File: config.mk
export PLATFORM = sky130hd
export DESIGN_NAME = gated_gpi
export DESIGN_NICKNAME = d
export VERILOG_FILES = /design/src/rtl/gated_gpi_pkg.sv /design/src/rtl/gated_gpi_sync.sv /design/src/rtl/gated_gpi_capture.sv /design/src/rtl/gated_gpi_irq.sv /design/src/rtl/gated_gpi_regport.sv /design/src/rtl/gated_gpi.sv
export SDC_FILE = /design/constraint.sdc
export NUM_CORES = 1
export LEC_CHECK = 0
export BUFFER_PORTS_ARGS = -buffer_cell sky130_fd_sc_hd__buf_2
export CORE_UTILIZATION = 43
export CTS_CLUSTER_SIZE = 24
export DETAILED_ROUTE_END_ITERATION = 7
export HOLD_SLACK_MARGIN = 0.05
export PLACE_DENSITY = 0.81
export SKIP_CTS_REPAIR_TIMING = 1
export SLEW_MARGIN = 20
export SYNTH_ARGS = -nofsm -noshare
export SYNTH_HDL_FRONTEND = slang
export SYNTH_SLANG_ARGS = --single-unit
File: constraint.sdc
create_clock -name clk -period 1.4 [get_ports clk]
set_input_delay 0.21 -clock clk [delete_from_list [all_inputs] [get_ports clk]]
set_output_delay 0.21 -clock clk [all_outputs]
set_load 0.005 [all_outputs]
File: src/rtl/gated_gpi_pkg.sv
// Package: shared widths and helpers for the gated input port.
// Assumes a 32-bit register port with byte enables.
package gated_gpi_pkg;
    localparam int unsigned REG_W     = 32;
    localparam int unsigned BE_W      = REG_W / 8;
    localparam int unsigned PIN_LIMIT = 32;

    // Mask with the low n bits set, used to bound the visible pins.
    function automatic logic [REG_W-1:0] low_mask(input int unsigned n);
        logic [REG_W-1:0] m;
        m = '0;
        for (int unsigned i = 0; i < REG_W; i++) begin
            if (i < n) m[i] = 1'b1;
        end
        return m;
    endfunction
endpackage

File: src/rtl/gated_gpi_sync.sv
// Module: multi-stage synchronizer for a vector of asynchronous pins.
// Assumes STAGES >= 2; every stage is cleared by the synchronous reset.
module gated_gpi_sync #(
    parameter int unsigned WIDTH  = 32,
    parameter int unsigned STAGES = 2
) (
    input  logic             clk,
    input  logic             rst_n,
    input  logic [WIDTH-1:0] d_i,
    output logic [WIDTH-1:0] q_o
);
    logic [STAGES-1:0][WIDTH-1:0] chain_q;

    if (STAGES < 2) begin : g_bad_depth
        $error("gated_gpi_sync: STAGES must be at least 2");
    end

    // Shift the pin levels one stage deeper each cycle.
    always_ff @(posedge clk) begin
        if (!rst_n) begin
            chain_q <= '0;
        end else begin
            chain_q[0] <= d_i;
            for (int unsigned s = 1; s < STAGES; s++) begin
                chain_q[s] <= chain_q[s-1];
            end
        end
    end

    assign q_o = chain_q[STAGES-1];
endmodule

File: src/rtl/gated_gpi_capture.sv
// Module: enable-gated storage of synchronized pins plus rise detection.
// Assumes sync_i is already in the clk domain; en_i takes effect at the
// same edge it is sampled, so a dropped enable clears its bit at once.
module gated_gpi_capture #(
    parameter int unsigned WIDTH = 32
) (
    input  logic             clk,
    input  logic             rst_n,
    input  logic [WIDTH-1:0] sync_i,
    input  logic [WIDTH-1:0] en_i,
    output logic [WIDTH-1:0] level_o,
    output logic             rise_o
);
    logic [WIDTH-1:0] level_q;
    logic [WIDTH-1:0] level_nxt;
    logic [WIDTH-1:0] bit_rise;

    // Per pin: gated next value and its 0-to-1 indication.
    for (genvar b = 0; b < WIDTH; b++) begin : g_bit
        assign level_nxt[b] = en_i[b] & sync_i[b];
        assign bit_rise[b]  = level_nxt[b] & ~level_q[b];
    end

    // Store the gated levels; disabled pins settle to 0.
    always_ff @(posedge clk) begin
        if (!rst_n) level_q <= '0;
        else        level_q <= level_nxt;
    end

    assign level_o = level_q;
    assign rise_o  = |bit_rise;
endmodule

File: src/rtl/gated_gpi_irq.sv
// Module: turns the combined rise indication into a registered pulse.
// Assumes rise_i is evaluated against the edge that updates storage,
// so the pulse lines up with the new stored value.
module gated_gpi_irq (
    input  logic clk,
    input  logic rst_n,
    input  logic rise_i,
    output logic irq_o
);
    logic irq_q;

    // One registered pulse per edge on which any stored bit rises.
    always_ff @(posedge clk) begin
        if (!rst_n) irq_q <= 1'b0;
        else        irq_q <= rise_i;
    end

    assign irq_o = irq_q;
endmodule

File: src/rtl/gated_gpi_regport.sv
// Module: read-only register window holding the stored pin word.
// Assumes only full-word accesses at byte offset 0 are valid; writes
// and all other accesses return zero on the following cycle.
module gated_gpi_regport
    import gated_gpi_pkg::*;
#(
    parameter int unsigned ADDR_W = 4
) (
    input  logic              clk,
    input  logic              rst_n,
    input  logic              bus_en_i,
    input  logic              bus_we_i,
    input  logic [ADDR_W-1:0] bus_addr_i,
    input  logic [BE_W-1:0]   bus_be_i,
    input  logic [REG_W-1:0]  bus_wdata_i,
    input  logic [REG_W-1:0]  level_i,
    output logic [REG_W-1:0]  bus_rdata_o
);
    logic             rd_hit;
    logic [REG_W-1:0] rdata_q;
    logic             unused_wdata;

    assign rd_hit       = bus_en_i && !bus_we_i && (bus_addr_i == '0) && (bus_be_i == '1);
    assign unused_wdata = ^bus_wdata_i;

    // Return the stored word for a valid read, zero otherwise.
    always_ff @(posedge clk) begin
        if (!rst_n)      rdata_q <= '0;
        else if (rd_hit) rdata_q <= level_i;
        else             rdata_q <= '0;
    end

    assign bus_rdata_o = rdata_q;
endmodule

File: src/rtl/gated_gpi.sv
// Module: gated general-purpose input port (top).
// Synchronizes NUM_PINS pins, stores those whose enable bit is set,
// pulses irq_o on any stored rise and exposes the word for reading.
// Assumes NUM_PINS <= 32; larger values stop elaboration.
module gated_gpi
    import gated_gpi_pkg::*;
#(
    parameter int unsigned NUM_PINS    = 32,
    parameter int unsigned SYNC_STAGES = 2,
    parameter int unsigned ADDR_W      = 4
) (
    input  logic              clk,
    input  logic              rst_n,
    input  logic [REG_W-1:0]  gpi_pins_i,
    input  logic [REG_W-1:0]  gpi_en_i,
    input  logic              bus_en_i,
    input  logic              bus_we_i,
    input  logic [ADDR_W-1:0] bus_addr_i,
    input  logic [BE_W-1:0]   bus_be_i,
    input  logic [REG_W-1:0]  bus_wdata_i,
    output logic [REG_W-1:0]  bus_rdata_o,
    output logic              irq_o
);
    logic [REG_W-1:0] level_vec;
    logic             rise_any;
    logic             unused_inputs;

    assign unused_inputs = ^{gpi_pins_i, gpi_en_i};

    if (NUM_PINS > PIN_LIMIT) begin : g_too_many
        $error("gated_gpi: NUM_PINS exceeds 32");
    end

    if (NUM_PINS > 0) begin : g_pins
        logic [NUM_PINS-1:0] sync_w;
        logic [NUM_PINS-1:0] level_w;

        gated_gpi_sync #(
            .WIDTH  (NUM_PINS),
            .STAGES (SYNC_STAGES)
        ) i_sync (
            .clk   (clk),
            .rst_n (rst_n),
            .d_i   (gpi_pins_i[NUM_PINS-1:0]),
            .q_o   (sync_w)
        );

        gated_gpi_capture #(
            .WIDTH (NUM_PINS)
        ) i_capture (
            .clk     (clk),
            .rst_n   (rst_n),
            .sync_i  (sync_w),
            .en_i    (gpi_en_i[NUM_PINS-1:0]),
            .level_o (level_w),
            .rise_o  (rise_any)
        );

        assign level_vec = REG_W'(level_w);
    end else begin : g_no_pins
        assign level_vec = '0;
        assign rise_any  = 1'b0;
    end

    gated_gpi_irq i_irq (
        .clk    (clk),
        .rst_n  (rst_n),
        .rise_i (rise_any),
        .irq_o  (irq_o)
    );

    gated_gpi_regport #(
        .ADDR_W (ADDR_W)
    ) i_regport (
        .clk         (clk),
        .rst_n       (rst_n),
        .bus_en_i    (bus_en_i),
        .bus_we_i    (bus_we_i),
        .bus_addr_i  (bus_addr_i),
        .bus_be_i    (bus_be_i),
        .bus_wdata_i (bus_wdata_i),
        .level_i     (level_vec),
        .bus_rdata_o (bus_rdata_o)
    );
endmodule

==> results.sh <==
export IMPL_status="finished clean"
export IMPL_dieWidth_um=94.21
export IMPL_grt_pass1_vias=2333
export IMPL_whs_ns=0.1957
export IMPL_slew_headroom_pct=70.11
export IMPL_power_leakage_nw=2.506
export IMPL_grtUsageMet3_pct=6.392
export IMPL_hold_violations=0
export IMPL_grt_ovfl_total=0
export IMPL_place_gp_congestion=0.7779
export IMPL_grt_first_pass_wirelength_mm=10.32
export IMPL_syn_nets=436
export IMPL_ir_drop_uv=1014
export IMPL_port_buffers=108
export IMPL_final_net_count=618
export IMPL_grt_max_degree=66
export IMPL_path_max_fanout=2
export IMPL_fin_crit_sh_pct=95.57
export IMPL_setup_tns_final_ns=0
export IMPL_timing_reg2reg_setup_slack_ns=0.13
export IMPL_post_route_drc_count=0
export IMPL_core_area_um2=8217
export IMPL_clock_latency_ns=0.50
export IMPL_num_antenna_cells=0
export IMPL_top_usage_layer="met2"
export IMPL_p_per_area_nw_per_um2=1483
export IMPL_routed_via_density=4.523
export IMPL_cts_max_level=4
export IMPL_dpl_hpwl_mm=4.680
export IMPL_cts_tree="done"
export IMPL_die_h_um=94.21
export IMPL_fmax_mhz=747.4
export IMPL_layout_common_cells="129 x dfxtp_1, 108 x buf_2, 96 x and2_1"
export IMPL_instances_no_fill=625
export IMPL_fin_ws_ns=0.06196
export IMPL_ys_warn_count=0
export IMPL_arrival_ns=1.69
export IMPL_critical_path_class="input pin to flop"
export IMPL_syn2layout_area_growth_pct=50.24
export IMPL_die_area_um2=8876
export IMPL_vias=2827
export IMPL_endpoint_kind="flop"
export IMPL_netlist_area_um2=3656
export IMPL_hp_class="input pin to flop"
export IMPL_worst_pin_slew_ns=0.4443
export IMPL_ant_nets=0
export IMPL_syn_area_per_cell_um2=11.15
export IMPL_drive_gt1_share_pct=27.12
export IMPL_cts_buffers=17
export IMPL_layout_commonest_cell="dfxtp_1"
export IMPL_placed_cells_incl_taps=532
export IMPL_netlist_instances=328
export IMPL_rows=33
export IMPL_synth_seq_area_share_pct=70.64
export IMPL_start_kind="input pin"
export IMPL_finClkSkew_ns=0.007627
export IMPL_drt_pass1_iterations=4
export IMPL_cts_sinks=129
export IMPL_total_power_mw=8.145
export IMPL_path_clk_slew_ns=0.06
export IMPL_cts_path_max_buffers=2
export IMPL_synth_cell_types=14
export IMPL_groute_usage_overall_pct=15.98
export IMPL_report_final_slew_viol_count=0
export IMPL_place_ws_ns=-0.1092
export IMPL_use_met1_pct=18.52
export IMPL_routed_wl_mm=8.207
export IMPL_rsz0062_at_grt="no"
export IMPL_cap_violations=0
export IMPL_initial_utilization_pct=44.50
export IMPL_ys_ff_latch=129
export IMPL_first_iter_violations=145
export IMPL_crit_required_ns=1.75
export IMPL_clockRootBuffer="clkbuf_8"
export IMPL_pin_count=141
export IMPL_antenna_found_initial=0
export IMPL_finalSetupViolCount=0
export IMPL_globalRouteMet2Util_pct=23.91
export IMPL_wire_per_inst_um=13.13
export IMPL_min_period_ns=1.338
worst max-delay path, cell delays in order:
cell and delay, ns:
dlygate4sd3_1 0.55, buf_2 0.14, nand2_1 0.10, o22ai_1 0.09, nor4_1 0.43, a41oi_1 0.17
routing by layer:
metal,share of wire (%),vias to the layer above
li1,-,1400
met1,41,1271
met2,50,133
met3,6.3,23
met4,3.1,0
met5,0,-
cell type report:
cell class	count	area, um^2
repair buffers	176	1224
clock inverters	6	57.56
well taps	105	131.4
flip-flops and latches	129	2582
clock buffers	23	476.7
inverters	1	3.754
multi-input cells	185	1017
fillers	594	2724
state kept, by name, summed over array words and instances (netlist names):
signal / count
g_pins.i_sync.q_o: 32
g_pins.i_capture.level_o: 32
i_regport.bus_rdata_o: 32
g_pins.i_sync.chain_q: 32
i_irq.irq_o: 1
metrics by stage:
step	util [%]	instance area, um^2
floorplan	-	3656
global placement	52.55	4318
detailed placement	52.55	4318
CTS	59.05	4852
global route	66.85	5493
finish	66.85	5493
cell usage after synthesis:
cell type  number  area (um^2)
a41oi_1         1        8.760
and2_1         96        600.6
buf_1           3        11.26
clkbuf_1        7        26.28
clkbuf_2        3        15.01
dfxtp_1       129         2582
inv_1           1        3.750
nand2_1        33        123.9
nand4_1         1        6.260
nor2_1         32        120.1
nor4_1          4        25.02
nor4_4          1        21.27
o22ai_1        16        100.1
or4_4           1        11.26
cells by family after synthesis:
logic type	after synthesis	synth area share, %
buffers and inverters	14	1.540
AND/OR/NAND/NOR	168	24.85
AO/OA/AOI/OAI	17	2.978
flip-flops	129	70.64
power by group:
part	total, mW	switching [mW]	leakage, nW	internal, mW
registers	3.81	0.0314	1.05	3.78
logic	0.414	0.152	1.19	0.262
clock network	3.92	1.42	0.265	2.50
final timing paths:
| kind | startpoint | to | cells past startpoint |
|---|---|---|---|
| worst max-delay path | gpi_en_i[5] | i_irq.irq_o | 6 |
| worst min-delay path | bus_addr_i[2] | i_regport.bus_rdata_o[30] | 4 |
| worst max register to register | g_pins.i_sync.q_o[2] | i_irq.irq_o | 4 |
| worst min register to register | g_pins.i_sync.chain_q[18] | g_pins.i_sync.q_o[18] | 1 |
No activity file was read; power rests on OpenSTA's default activity.
